[src/rtl/rtc_link_pkg.sv]
package rtc_link_pkg;
  localparam int PIN_W      = 3;
  localparam int BYTE_W     = 8;
  localparam logic [3:0] CMD_MARK = 4'b0110;
  localparam logic [7:0] STATUS_KEEP = 8'hC8;
  localparam logic [7:0] STATUS_INIT = 8'h40;

  localparam logic [2:0] REG_RESET  = 3'd0;
  localparam logic [2:0] REG_DTIME  = 3'd2;
  localparam logic [2:0] REG_IRQ    = 3'd3;
  localparam logic [2:0] REG_STATUS = 3'd4;
  localparam logic [2:0] REG_TIME   = 3'd6;
  localparam logic [2:0] REG_FREE   = 3'd7;

  typedef enum logic [2:0] {
    LK_IDLE, LK_WAIT, LK_CMD, LK_RX, LK_TX
  } link_state_e;

  function automatic logic [2:0] param_bytes(input logic [2:0] code);
    case (code)
      REG_DTIME:  param_bytes = 3'd7;
      REG_STATUS: param_bytes = 3'd1;
      REG_TIME:   param_bytes = 3'd3;
      default:    param_bytes = 3'd0;
    endcase
  endfunction

  function automatic logic code_known(input logic [2:0] code);
    code_known = (code != 3'd1) && (code != 3'd5);
  endfunction
endpackage

[src/rtl/rtc_pin_front.sv]
module rtc_pin_front
  import rtc_link_pkg::*;
(
  input  logic             clk,
  input  logic             rst_n,
  input  logic             pin_we,
  input  logic [PIN_W-1:0] pin_wdata,
  input  logic             sio_host_drive,
  input  logic             tx_en,
  input  logic             tx_bit,
  output logic             sck_now,
  output logic             cs_now,
  output logic             sck_fall,
  output logic             bit_now,
  output logic [PIN_W-1:0] pin_rdata
);
  logic sck_q, sio_q, cs_q;

  assign sck_now  = pin_we ? pin_wdata[0] : sck_q;
  assign cs_now   = pin_we ? pin_wdata[2] : cs_q;
  assign sck_fall = pin_we & sck_q & ~pin_wdata[0];
  assign bit_now  = (sck_fall & sio_host_drive) ? pin_wdata[1] : sio_q;
  assign pin_rdata = {cs_q, sio_q, sck_q};

  always_ff @(posedge clk or negedge rst_n) begin
    if (!rst_n) begin
      sck_q <= 1'b0;
      sio_q <= 1'b0;
      cs_q  <= 1'b0;
    end else begin
      if (pin_we) begin
        sck_q <= pin_wdata[0];
        cs_q  <= pin_wdata[2];
      end
      if (sck_fall && sio_host_drive) sio_q <= pin_wdata[1];
      else if (tx_en)                 sio_q <= tx_bit;
    end
  end

  // the data line holds unless a falling edge or a device bit arrives
  a_r2_sio_hold: assert property (@(posedge clk) disable iff (!rst_n)
    (!(pin_we && pin_rdata[0] && !pin_wdata[0]) && !tx_en) |=> $stable(pin_rdata[1]));
  // clock readback follows the strobed word
  a_r2_sck_follow: assert property (@(posedge clk) disable iff (!rst_n)
    pin_we |=> (pin_rdata[0] == $past(pin_wdata[0])));
endmodule

[src/rtl/rtc_hour_fmt.sv]
module rtc_hour_fmt
  import rtc_link_pkg::*;
(
  input  logic [BYTE_W-1:0] hour_bcd,
  input  logic              mode_24h,
  output logic [BYTE_W-1:0] hour_out
);
  logic [4:0] bin, wrapped, reduced;
  logic       tens;
  logic [3:0] ones;

  always_comb begin
    bin     = 5'(hour_bcd[7:4]) * 5'd10 + 5'(hour_bcd[3:0]);
    wrapped = (bin >= 5'd12) ? bin - 5'd12 : bin;
    reduced = (wrapped == 5'd0) ? 5'd11 : wrapped - 5'd1;
    tens    = (reduced >= 5'd10);
    ones    = 4'(tens ? reduced - 5'd10 : reduced);
    hour_out = mode_24h ? hour_bcd : {3'b000, tens, ones};
  end

  // a valid 24-hour input always maps into 0x00..0x11 in 12-hour form
  always_comb begin
    if (!mode_24h && hour_bcd <= 8'h23 && hour_bcd[3:0] <= 4'd9)
      a_r10_hour12_range: assert (hour_out <= 8'h11);
  end
endmodule

[src/rtl/rtc_link_fsm.sv]
module rtc_link_fsm
  import rtc_link_pkg::*;
#(
  parameter int BUF_BYTES = 7
) (
  input  logic              clk,
  input  logic              rst_n,
  input  logic              pin_we,
  input  logic              sck_now,
  input  logic              cs_now,
  input  logic              sck_fall,
  input  logic              bit_now,
  input  logic [BYTE_W-1:0] snap_year,
  input  logic [BYTE_W-1:0] snap_month,
  input  logic [BYTE_W-1:0] snap_day,
  input  logic [BYTE_W-1:0] snap_wday,
  input  logic [BYTE_W-1:0] snap_hour,
  input  logic [BYTE_W-1:0] snap_min,
  input  logic [BYTE_W-1:0] snap_sec,
  output logic              mode_24h,
  output logic              tx_en,
  output logic              tx_bit,
  output logic              cmd_reject
);
  localparam int IDX_W     = $clog2(BUF_BYTES + 1);
  localparam int BUF_SLOTS = 1 << IDX_W;
  localparam int CNT_W     = $clog2(BYTE_W);

  link_state_e       state;
  logic [BYTE_W-1:0] shreg, status_q;
  logic [CNT_W-1:0]  bitcnt;
  logic [IDX_W-1:0]  byte_idx, byte_cnt;
  logic [2:0]        reg_sel;
  logic [BYTE_W-1:0] xbuf [BUF_SLOTS];

  logic [BYTE_W-1:0] rx8, rx_rev, cmd;
  logic              cmd_ok, cmd_rd, last_bit, abort, snap_load;
  logic [2:0]        cmd_reg;
  logic [IDX_W-1:0]  cmd_cnt;

  assign rx8 = {bit_now, shreg[BYTE_W-1:1]};

  for (genvar g = 0; g < BYTE_W; g++) begin : g_rev
    assign rx_rev[g] = rx8[BYTE_W-1-g];
  end

  always_comb begin
    cmd     = (rx8[3:0] == CMD_MARK) ? rx8 : rx_rev;
    cmd_reg = cmd[6:4];
    cmd_rd  = cmd[7];
    cmd_cnt = IDX_W'(param_bytes(cmd_reg));
    cmd_ok  = ((rx8[3:0] == CMD_MARK) || (rx8[7:4] == CMD_MARK)) && code_known(cmd_reg);
  end

  assign mode_24h  = status_q[6];
  assign last_bit  = (bitcnt == CNT_W'(BYTE_W - 1));
  assign abort     = pin_we && !cs_now &&
                     (state == LK_CMD || state == LK_RX || state == LK_TX);
  assign snap_load = pin_we && cs_now && sck_fall && state == LK_CMD && last_bit &&
                     cmd_ok && cmd_rd && (cmd_cnt != '0);
  assign tx_en     = pin_we && cs_now && sck_fall && state == LK_TX;
  assign tx_bit    = (bitcnt == '0) ? xbuf[byte_idx][0] : shreg[0];

  always_ff @(posedge clk) begin
    if (snap_load) begin
      case (cmd_reg)
        REG_DTIME: begin
          xbuf[0] <= snap_year;  xbuf[1] <= snap_month; xbuf[2] <= snap_day;
          xbuf[3] <= snap_wday;  xbuf[4] <= snap_hour;  xbuf[5] <= snap_min;
          xbuf[6] <= snap_sec;
        end
        REG_TIME: begin
          xbuf[0] <= snap_hour; xbuf[1] <= snap_min; xbuf[2] <= snap_sec;
        end
        default: xbuf[0] <= status_q;
      endcase
    end
  end

  always_ff @(posedge clk or negedge rst_n) begin
    if (!rst_n) begin
      state      <= LK_IDLE;
      shreg      <= '0;
      bitcnt     <= '0;
      byte_idx   <= '0;
      byte_cnt   <= '0;
      reg_sel    <= '0;
      status_q   <= STATUS_INIT;
      cmd_reject <= 1'b0;
    end else begin
      cmd_reject <= 1'b0;
      if (abort) begin
        state  <= LK_IDLE;
        bitcnt <= '0;
        shreg  <= '0;
      end else if (pin_we) begin
        case (state)
          LK_IDLE: if (sck_now && !cs_now) state <= LK_WAIT;
          LK_WAIT: if (sck_now && cs_now) begin
            state  <= LK_CMD;
            bitcnt <= '0;
            shreg  <= '0;
          end
          LK_CMD: if (sck_fall) begin
            if (!last_bit) begin
              shreg  <= rx8;
              bitcnt <= bitcnt + 1'b1;
            end else begin
              shreg    <= '0;
              bitcnt   <= '0;
              byte_idx <= '0;
              byte_cnt <= cmd_cnt;
              reg_sel  <= cmd_reg;
              if (!cmd_ok) begin
                cmd_reject <= 1'b1;
                state      <= LK_IDLE;
              end else if (cmd_cnt == '0) begin
                if (cmd_reg == REG_RESET) status_q <= '0;
                state <= LK_IDLE;
              end else begin
                state <= cmd_rd ? LK_TX : LK_RX;
              end
            end
          end
          LK_RX: if (sck_fall) begin
            if (!last_bit) begin
              shreg  <= rx8;
              bitcnt <= bitcnt + 1'b1;
            end else begin
              shreg    <= '0;
              bitcnt   <= '0;
              byte_idx <= byte_idx + 1'b1;
              if (reg_sel == REG_STATUS && byte_idx == '0)
                status_q <= rx8 & STATUS_KEEP;
              if (byte_idx + 1'b1 == byte_cnt) state <= LK_IDLE;
            end
          end
          LK_TX: if (sck_fall) begin
            if (bitcnt == '0) begin
              shreg    <= xbuf[byte_idx] >> 1;
              bitcnt   <= CNT_W'(BYTE_W - 1);
              byte_idx <= byte_idx + 1'b1;
            end else begin
              shreg  <= shreg >> 1;
              bitcnt <= bitcnt - 1'b1;
              if (bitcnt == CNT_W'(1) && byte_idx == byte_cnt) state <= LK_IDLE;
            end
          end
          default: state <= LK_IDLE;
        endcase
      end
    end
  end

  // a rejected command leaves the link idle
  a_r6_reject_idle: assert property (@(posedge clk) disable iff (!rst_n)
    cmd_reject |-> state == LK_IDLE);
  // a select drop in an active phase always ends in idle
  a_r13_cs_release: assert property (@(posedge clk) disable iff (!rst_n)
    abort |=> state == LK_IDLE);
  // only the three kept status bits can ever be set
  a_r7_status_mask: assert property (@(posedge clk) disable iff (!rst_n)
    (status_q & ~STATUS_KEEP) == '0);
  // the send index never passes the byte count of the register
  a_r8_tx_index: assert property (@(posedge clk) disable iff (!rst_n)
    state == LK_TX |-> byte_idx <= byte_cnt);
endmodule

[src/rtl/rtc_serial_slave.sv]
module rtc_serial_slave
  import rtc_link_pkg::*;
#(
  parameter int BUF_BYTES = 7
) (
  input  logic             clk,
  input  logic             rst_n,
  input  logic             pin_we,
  input  logic [2:0]       pin_wdata,
  input  logic             sio_host_drive,
  input  logic [7:0]       cal_year,
  input  logic [7:0]       cal_month,
  input  logic [7:0]       cal_day,
  input  logic [7:0]       cal_wday,
  input  logic [7:0]       cal_hour,
  input  logic [7:0]       cal_min,
  input  logic [7:0]       cal_sec,
  output logic [2:0]       pin_rdata,
  output logic             cmd_reject
);
  logic sck_now, cs_now, sck_fall, bit_now, tx_en, tx_bit, mode_24h;
  logic [BYTE_W-1:0] hour_fmt;

  rtc_pin_front u_front (
    .clk, .rst_n, .pin_we, .pin_wdata, .sio_host_drive,
    .tx_en, .tx_bit, .sck_now, .cs_now, .sck_fall, .bit_now, .pin_rdata
  );

  rtc_hour_fmt u_hour (
    .hour_bcd(cal_hour), .mode_24h(mode_24h), .hour_out(hour_fmt)
  );

  rtc_link_fsm #(.BUF_BYTES(BUF_BYTES)) u_fsm (
    .clk, .rst_n, .pin_we, .sck_now, .cs_now, .sck_fall, .bit_now,
    .snap_year(cal_year), .snap_month(cal_month), .snap_day(cal_day),
    .snap_wday(cal_wday), .snap_hour(hour_fmt), .snap_min(cal_min),
    .snap_sec(cal_sec), .mode_24h, .tx_en, .tx_bit, .cmd_reject
  );
endmodule

[config.mk]
export PLATFORM = sky130hd
export DESIGN_NAME = rtc_serial_slave
export DESIGN_NICKNAME = d
export VERILOG_FILES = /design/src/rtl/rtc_link_pkg.sv /design/src/rtl/rtc_pin_front.sv /design/src/rtl/rtc_hour_fmt.sv /design/src/rtl/rtc_link_fsm.sv /design/src/rtl/rtc_serial_slave.sv
export SDC_FILE = /design/constraint.sdc
export NUM_CORES = 1
export LEC_CHECK = 0
export ABC_AREA = 1
export BUFFER_PORTS_ARGS = -buffer_cell sky130_fd_sc_hd__buf_2
export CORE_UTILIZATION = 37
export DETAILED_ROUTE_END_ITERATION = 6
export GPL_TIMING_DRIVEN = 0
export HOLD_SLACK_MARGIN = 0.06
export SLEW_MARGIN = 20
export SYNTH_ARGS = -nofsm -noshare
export SYNTH_HDL_FRONTEND = slang
export SYNTH_HIERARCHICAL = 1
export SYNTH_SLANG_ARGS = --single-unit
[constraint.sdc]
create_clock -name clk -period 6.65 [get_ports clk]
set_input_delay 1.33 -clock clk [delete_from_list [all_inputs] [get_ports clk]]
set_output_delay 1.33 -clock clk [all_outputs]
set_load 0.03 [all_outputs]
==> load_flow_metrics.sql, run 1 <==
INSERT INTO impl_metrics (metric_group, metric, value, unit) VALUES
('outcome', 'result_of_the_run', 'completed', ''),
('synth', 'yosysSeqAreaShare', '46.1', '%'),
('floorplanning', 'core', '13900', 'um2'),
('worst_setup_path', 'cp_num_buf_inv', '4', ''),
('synth', 'yosysTopAreaCellShare', '31.9', '%'),
('pwr', 'power', '1.78', 'mW'),
('final_layout', 'layout.nets', '808', ''),
('clock_network', 'cts_hold_buffers', '0', ''),
('clock_network', 'htree_num_levels', '3', ''),
('timing', 'highest_clock_rate', '0.243', 'GHz'),
('floorplanning', 'placementRows', '43', ''),
('clock_network', 'cts_resized', '0', ''),
('floorplanning', 'io-pin-count', '67', ''),
('hold_path', 'worst_hold_path_type', 'flip-flop to flip-flop', ''),
('synth', 'postSynthCellCount', '650', ''),
('worst_setup_path', 'r2r_cells', '8', ''),
('timing', 'final.setup.tns', '0', 'ns'),
('global_routing', 'largest_net_degree_at_the_start_of_global_routing', '31', ''),
('worst_setup_path', 'critical_path.slowest_cell', 'sky130_fd_sc_hd__ha_1', ''),
('floorplanning', 'die_width', '121', 'um'),
('timing', 'timing.final.setup_violations', '0', ''),
('synth', 'postSynthNetCount', '730', ''),
('global_routing', 'first_global_vias', '4490', ''),
('hold_path', 'min_from', 'u_fsm/reg_sel[1]', ''),
('synth', 'synthSimpleGateAreaFrac', '32.5', '%'),
('timing', 'worst_slew_pin_slew', '0.693', 'ns'),
('timing', 'unrepaired_setup_endpoints_after_global_routing', 'false', ''),
('synth', 'synth-main-ff-cell', 'sky130_fd_sc_hd__edfxtp_1', ''),
('synth', 'post_synth.cell_area_avg', '8.12', 'um2'),
('worst_setup_path', 'setup.worst_path.class', 'input port to flip-flop', ''),
('floorplanning', 'fp.dieH', '121', 'um'),
('global_routing', 'gr_overflow_total', '0', ''),
('drt', 'final_antenna_net_count', '0', ''),
('synth', 'synth_async_sr_flop_share', '34.9', '%'),
('final_layout', 'syn_to_final_growth', '16.6', '%'),
('drt', 'wire_per_inst', '14.7', 'um'),
('job', 'cap_violations', '0', ''),
('clock_network', 'cts_tree', 'built', ''),
('clock_network', 'worst_skew_pair.late_latency', '0.34', 'ns'),
('synth', 'synth_top_cell_by_area', 'sky130_fd_sc_hd__edfxtp_1', ''),
('place', 'placement.setup.worst_slack', '2.19', 'ns'),
('drt', 'route.detailed.vias_per_inst', '5.07', ''),
('synth', 'synth_common_cells', 'sky130_fd_sc_hd__nand2_1, sky130_fd_sc_hd__nand3_1, sky130_fd_sc_hd__inv_1', ''),
('clock_network', 'clock-root-buffer', 'sky130_fd_sc_hd__clkbuf_16', ''),
('synth', 'synth_edf_count', '56', ''),
('global_routing', 'globalRouteTotalUtil', '19.2', '%'),
('drt', 'via_count', '4632', ''),
('worst_setup_path', 'cp_slowest_stage_delay', '0.38', 'ns'),
('worst_setup_path', 'worst_r2r_endpoint', 'u_fsm/xbuf[2][1]', ''),
('clock_network', 'tritoncts.num_buffers', '9', ''),
('synth', 'synth-adder-area-share', '4.17', '%'),
('final_layout', 'num-fill-cells', '1400', ''),
('synth', 'yosys-top-cells-area', 'sky130_fd_sc_hd__edfxtp_1, sky130_fd_sc_hd__dfrtp_1, sky130_fd_sc_hd__nand2_1', ''),
('final_layout', 'antennaDiodeCount', '0', ''),
('place', 'routabilityCongestion', '0.945', ''),
('synth', 'largest_family_of_logic_cells_by_synthesized_area', 'simple AND/OR/NAND/NOR gates', ''),
('timing', 'final_critical_path_setup_slack', '2.53', 'ns'),
('clock_network', 'ctsLongestPathBuffers', '2', ''),
('worst_setup_path', 'r2r_slack', '3.88', 'ns'),
('final_layout', 'design_area', '6150', 'um2'),
('hold_path', 'worstHoldPathCells', '2', ''),
('timing', 'slew_violations', '0', ''),
('worst_setup_path', 'worstPathCellList', 'buf_2 -> ha_1 -> ha_1 -> nand2_1 -> and2_2 -> ha_1 -> inv_1 -> o21ai_2 -> inv_2 -> nand3_2 -> nand2_2 -> nand2_4 -> nand3_1 -> nand2_1 -> ha_1 -> inv_1 -> nand2_2 -> nand3_2 -> nor2_2 -> nand2_1 -> nand2_1 -> a21oi_1 -> nor2_1', ''),
('timing', 'clock_skew', '0.00599', 'ns'),
('synth', 'synth_warnings', '6', ''),
('worst_setup_path', 'crit_path_end_kind', 'flip-flop', ''),
('worst_setup_path', 'worst-endpoint-arrival', '4.22', 'ns'),
('global_routing', 'initial_antenna_violation_count', '0', ''),
('timing', 'timing_hold_violations_final', '0', ''),
('synth', 'flip_flop_and_latch_count_after_synthesis', '86', ''),
('drt', 'route.detailed.drc', '0', '');
==> power by group <==
group	internal, mW	switching [mW]	total, mW
clock network	0.292	0.214	0.506
logic	0.203	0.448	0.651
registers	0.599	0.0266	0.625
==> cell usage in the layout, fill, tap and decap left out, types with 16 or more instances in the layout <==
cell                         n
sky130_fd_sc_hd__nand2_2    20
sky130_fd_sc_hd__o21ai_0    35
sky130_fd_sc_hd__nand3_1    73
sky130_fd_sc_hd__dfrtp_1    29
sky130_fd_sc_hd__a21oi_1    19
sky130_fd_sc_hd__nor2_1     55
sky130_fd_sc_hd__buf_2      67
sky130_fd_sc_hd__inv_1      64
sky130_fd_sc_hd__edfxtp_1   56
sky130_fd_sc_hd__ha_1       16
sky130_fd_sc_hd__nand2_1   175
==> metrics by stage <==
| step | utilization, % | instances | hold WS [ns] |
|---|---|---|---|
| finish | 44.3 | 913 | 0.512 |
| global route | 44.3 | 913 | 0.535 |
| CTS | 44.3 | 913 | 0.515 |
| detailed placement | 42.2 | 897 | 0.495 |
| global placement | 42.0 | 896 | 0.478 |
| floorplan | - | 650 | 0.453 |
==> sequential cells by signal (all words and copies together), names as in the netlist <==
signal	cells
u_fsm/xbuf	56
u_front/cs_q	1
u_fsm/byte_cnt	3
u_fsm/reg_sel	3
u_front/sio_q	1
u_fsm/bitcnt	3
u_fsm/status_q	3
u_fsm/state	3
u_fsm/shreg	8
u_fsm/byte_idx	3
u_front/sck_q	1
u_fsm/cmd_reject	1
==> how the worst max path moves through the flow <==
| stage | endpoint | cells past startpoint | from | slack, ns |
|---|---|---|---|---|
| floorplan | u_fsm/xbuf[3][0] | 8 | pin_we | 2.35 |
| global placement | u_fsm/xbuf[6][3] | 9 | pin_we | 1.24 |
| detailed placement | u_fsm/xbuf[0][1] | 24 | cal_hour[4] | 2.19 |
| CTS | u_fsm/xbuf[0][1] | 24 | cal_hour[4] | 2.55 |
| global route | u_fsm/xbuf[0][1] | 23 | cal_hour[4] | 2.26 |
| finish | u_fsm/xbuf[0][1] | 23 | cal_hour[4] | 2.53 |
==> worst reg2reg max path, cell delays in order (launching register included) <==
cell	delay, ns
sky130_fd_sc_hd__dfrtp_1	0.40
sky130_fd_sc_hd__inv_1	0.07
sky130_fd_sc_hd__nor3_1	0.34
sky130_fd_sc_hd__nand3_1	0.22
sky130_fd_sc_hd__nor3_1	0.40
sky130_fd_sc_hd__inv_2	0.12
sky130_fd_sc_hd__nor2_8	0.26
sky130_fd_sc_hd__nand2_4	0.12
sky130_fd_sc_hd__inv_1	0.48
==> area by class of cell <==
type | count | area, um2 | share of cell area (%)
Buffer | 20 | 114 | 1.85
Clock buffer | 9 | 225 | 3.66
Clock inverter | 7 | 70.1 | 1.14
Inverter | 75 | 282 | 4.57
Multi-Input combinational cell | 469 | 2450 | 39.9
Sequential cell | 86 | 2430 | 39.5
Tap cell | 180 | 225 | 3.66
Timing Repair Buffer | 67 | 350 | 5.69
==> cells by family after synthesis <==
kind of cell / Yosys count
buffers and inverters: 95
adders and majority gates: 17
AOI/OAI and AO/OA: 81
DFF: 86
xor gates and xnor gates: 7
and+or+nand+nor: 364
==> routing by layer <==
metal	wire, um	share of wire, %	vias up	track usage, %
met2	6450	48	119	32.3
met3	629	4.7	23	4.09
met1	6020	45	2186	24.2
met5	0	0	-	0
li1	-	-	2304	-
met4	306	2.3	0	6.48
Power figures use the tool's default switching activity.
==> inputs of run 2 (changes only) <==
- ABC_AREA: 1 -> 0
- clock period: 6.65 -> 3.8 ns (I/O delays scaled with it)
==> load_flow_metrics.sql, run 2 <==
INSERT INTO impl_metrics (metric_group, metric, value, unit) VALUES
('synth', 'synth_edf_count', '56', ''),
('synth', 'postSynthNetCount', '553', ''),
('timing', 'final.setup.tns', '-2.17', 'ns'),
('final_layout', 'layout_commonest_cell', 'sky130_fd_sc_hd__buf_2', ''),
('drt', 'via_count', '4132', ''),
('timing', 'unrepaired_setup_endpoints_after_global_routing', 'true', ''),
('outcome', 'failed_checks', 'setup timing', ''),
('floorplanning', 'placementRows', '43', ''),
('synth', 'post_synth_instance_area', '5310', 'um2'),
('global_routing', 'largest_net_degree_at_the_start_of_global_routing', '31', ''),
('timing', 'timing_hold_violations_final', '0', ''),
('final_layout', 'syn_to_final_growth', '24.0', '%'),
('clock_network', 'cts_tree', 'built', ''),
('worst_setup_path', 'timing.critical_path.required', '4.00', 'ns'),
('clock_network', 'cts_sinks', '86', ''),
('drt', 'route.final.wire_length', '13200', 'um'),
('final_layout', 'drive_gt1_share', '33.3', '%'),
('timing', 'final_critical_path_setup_slack', '-0.363', 'ns'),
('floorplanning', 'die_width', '122', 'um'),
('synth', 'yosys.cell_types.count', '82', ''),
('pwr', 'power', '3.50', 'mW'),
('final_layout', 'largest_reg_flops', '56', ''),
('global_routing', 'first_pass_grt_wire_length', '21200', 'um'),
('place', 'detailedPlacementHpwl', '9640', 'um'),
('drt', 'final_antenna_net_count', '0', ''),
('synth', 'synth_warnings', '6', ''),
('synth', 'synth_async_sr_flop_share', '34.9', '%'),
('synth', 'yosys.cell_count.top_type', 'sky130_fd_sc_hd__edfxtp_1', ''),
('drt', 'wire_per_inst', '17.5', 'um'),
('synth', 'synth_top_cell_by_area', 'sky130_fd_sc_hd__edfxtp_1', ''),
('floorplanning', 'die-area', '14800', 'um2'),
('final_layout', 'most_frequent_cells_in_the_layout', 'sky130_fd_sc_hd__buf_2, sky130_fd_sc_hd__edfxtp_1, sky130_fd_sc_hd__nand2_1, sky130_fd_sc_hd__nor2_1, sky130_fd_sc_hd__dfrtp_1', ''),
('pwr', 'power_per_cell_area', '531', 'nW/um2'),
('floorplanning', 'fp.dieH', '122', 'um'),
('global_routing', 'globalRouteTotalUtil', '18.7', '%'),
('timing', 'hold_ws', '0.464', 'ns'),
('pwr', 'peakVddDrop', '0.000257', 'V'),
('synth', 'flip_flop_and_latch_count_after_synthesis', '86', ''),
('worst_setup_path', 'crit_path_end_kind', 'flip-flop', ''),
('worst_setup_path', 'worst-endpoint-arrival', '4.36', 'ns'),
('floorplanning', 'effective_utilization_at_floorplan', '38.1', '%'),
('drt', 'route.detailed.drc', '0', ''),
('outcome', 'result_of_the_run', 'finished with violations', ''),
('worst_setup_path', 'start_kind', 'input port', ''),
('final_layout', 'layout_top_registers', 'u_fsm/xbuf x56, u_fsm/shreg x8', ''),
('synth', 'yosysSeqAreaShare', '45.8', '%'),
('hold_path', 'worst_hold_path_type', 'input port to asynchronous set/reset pin', ''),
('global_routing', 'groute.layer.met3.usage', '3.51', '%'),
('global_routing', 'initial_antenna_violation_count', '0', ''),
('timing', 'final.min_clock_period', '4.16', 'ns'),
('final_layout', 'post-route-util', '47.2', '%'),
('worst_setup_path', 'setup.worst_path.class', 'input port to flip-flop', ''),
('synth', 'yosys-top-cells-area', 'sky130_fd_sc_hd__edfxtp_1, sky130_fd_sc_hd__dfrtp_1, sky130_fd_sc_hd__mux2i_1', ''),
('timing', 'worst_slew_pin_slew', '1.02', 'ns'),
('place', 'placement.setup.worst_slack', '-0.908', 'ns'),
('floorplanning', 'io-pin-count', '67', ''),
('global_routing', 'grt_most_used_layer', 'met2', ''),
('drt', 'route.detailed.vias_per_inst', '5.48', ''),
('clock_network', 'ctsLongestPathBuffers', '2', ''),
('clock_network', 'tritoncts.num_buffers', '9', ''),
('job', 'cap_violations', '0', ''),
('timing', 'slew_violations', '0', ''),
('clock_network', 'htree_num_levels', '3', ''),
('synth', 'postSynthCellCount', '473', ''),
('timing', 'clock_skew', '0.00790', 'ns'),
('timing', 'timing.final.setup_violations', '8', ''),
('timing', 'worst_slew_margin_rel', '31.2', '%'),
('floorplanning', 'core', '13900', 'um2'),
('clock_network', 'clkTransAtPathRegs', '0.06', 'ns'),
('pwr', 'power.leakage', '2.72', 'nW'),
('clock_network', 'worst_skew_pair.late_latency', '0.33', 'ns'),
('clock_network', 'clock-root-buffer', 'sky130_fd_sc_hd__clkbuf_16', ''),
('drt', 'drt-initial-drc-count', '208', ''),
('place', 'routabilityCongestion', '0.832', ''),
('global_routing', 'groute.layer.met1.usage', '25.1', '%'),
('global_routing', 'gr_overflow_total', '0', ''),
('synth', 'synth_common_cells', 'sky130_fd_sc_hd__edfxtp_1, sky130_fd_sc_hd__nand2_1, sky130_fd_sc_hd__nor2_1', ''),
('place', 'port-buffer-count', '66', ''),
('final_layout', 'antennaDiodeCount', '0', ''),
('synth', 'post_synth.cell_area_avg', '11.2', 'um2'),
('final_layout', 'top_register', 'u_fsm/xbuf', ''),
('final_layout', 'layout.nets', '650', ''),
('timing', 'highest_clock_rate', '0.240', 'GHz'),
('global_routing', 'first_global_vias', '4105', ''),
('synth', 'yosysTopAreaCellShare', '31.7', '%'),
('worst_setup_path', 'cp_max_fo', '4', ''),
('synth', 'synth-main-ff-cell', 'sky130_fd_sc_hd__edfxtp_1', ''),
('timing', 'layout_worst_path_cycle_share', '110', '%'),
('drt', 'drt_pre_antenna_iters', '4', ''),
('global_routing', 'grt_util_met2', '30.3', '%');
## run 2: cell count changes after synthesis, sizes merged, moves of 7 or more
cell	change
mux4	+8
mux2i	+25
o21ai	-19
a221o	+7
nand2	-164
a211oi	+18
and2	+7
nor2b	+9
mux2	+31
nand3	-73
o211ai	-7
nor2	-33
inv	-48
## run 2: cell families after synthesis
group | Yosys count | synth area share [%]
and+or+nand+nor | 146 | 15.5
muxes | 64 | 14.7
AOI/OAI and AO/OA | 100 | 13.8
xor gates and xnor gates | 8 | 1.74
buffers and inverters | 52 | 4.27
adders and majority gates | 17 | 4.15
DFF | 86 | 45.8
## run 2: metal layers
layer | up-vias | routed length, um
li1 | 1973 | -
met1 | 2010 | 5890
met2 | 126 | 6380
met3 | 23 | 648
met4 | 0 | 256
met5 | - | 0
## run 2: per-stage QoR
stage / instance area [um2] / std cells
final: 6580 / 754
after global routing: 6580 / 754
after CTS: 6480 / 748
after detailed placement: 6010 / 721
after global placement: 5970 / 719
after floorplan: 5410 / 473
## run 2: path summary, 6_finish.rpt
path / from / slack [ns] / endpoint / depth (start not counted)
max in group asynchronous: rst_n / 2.90 / u_fsm/shreg[7] / 1
min in group clk: u_fsm/status_q[3] / 0.51 / u_fsm/status_q[3] / 1
setup reg to reg: u_front/sck_q / 0.60 / u_fsm/xbuf[1][3] / 8
setup / recovery: cal_hour[4] / -0.36 / u_fsm/xbuf[0][2] / 19
hold reg to reg: u_fsm/status_q[3] / 0.51 / u_fsm/status_q[3] / 1
hold / removal: rst_n / 0.46 / u_fsm/cmd_reject / 1
## run 2: layout make-up
type / instances / area [um2]
inverter: 26 / 100
sequential: 86 / 2430
buffer: 26 / 129
fill: 1283 / 7350
timing repair buffer: 86 / 537
clock buffer: 10 / 229
multi-input combinational: 335 / 2850
clock inverter: 5 / 85.1
tap: 180 / 225
## run 2: critical path: stages
cell and delay, ns:
sky130_fd_sc_hd__buf_8 0.11, sky130_fd_sc_hd__ha_4 0.16, sky130_fd_sc_hd__fa_2 0.38, sky130_fd_sc_hd__xnor2_4 0.19
sky130_fd_sc_hd__inv_4 0.06, sky130_fd_sc_hd__ha_4 0.16, sky130_fd_sc_hd__and2_4 0.16, sky130_fd_sc_hd__a2111oi_4 0.26
sky130_fd_sc_hd__a211oi_2 0.10, sky130_fd_sc_hd__or2_1 0.28, sky130_fd_sc_hd__and3_4 0.18, sky130_fd_sc_hd__or4_4 0.56
sky130_fd_sc_hd__ha_4 0.20, sky130_fd_sc_hd__buf_6 0.11, sky130_fd_sc_hd__nand3_4 0.07, sky130_fd_sc_hd__nand3_2 0.10
sky130_fd_sc_hd__a32oi_2 0.29, sky130_fd_sc_hd__mux2i_1 0.12, sky130_fd_sc_hd__nor2_1 0.10
## run 2: what timing repair did
action,4_1_cts,5_1_grt
endpoints found under the setup margin,8,8
buffers inserted,12,6
pin swaps,13,13
resized for setup,13,11
hold buffers,0,0
## run 2: report_power, final
part,internal (mW),switching (mW)
clock network,0.575,0.352
logic,0.650,0.813
registers,1.05,0.0539
total,2.28,1.22
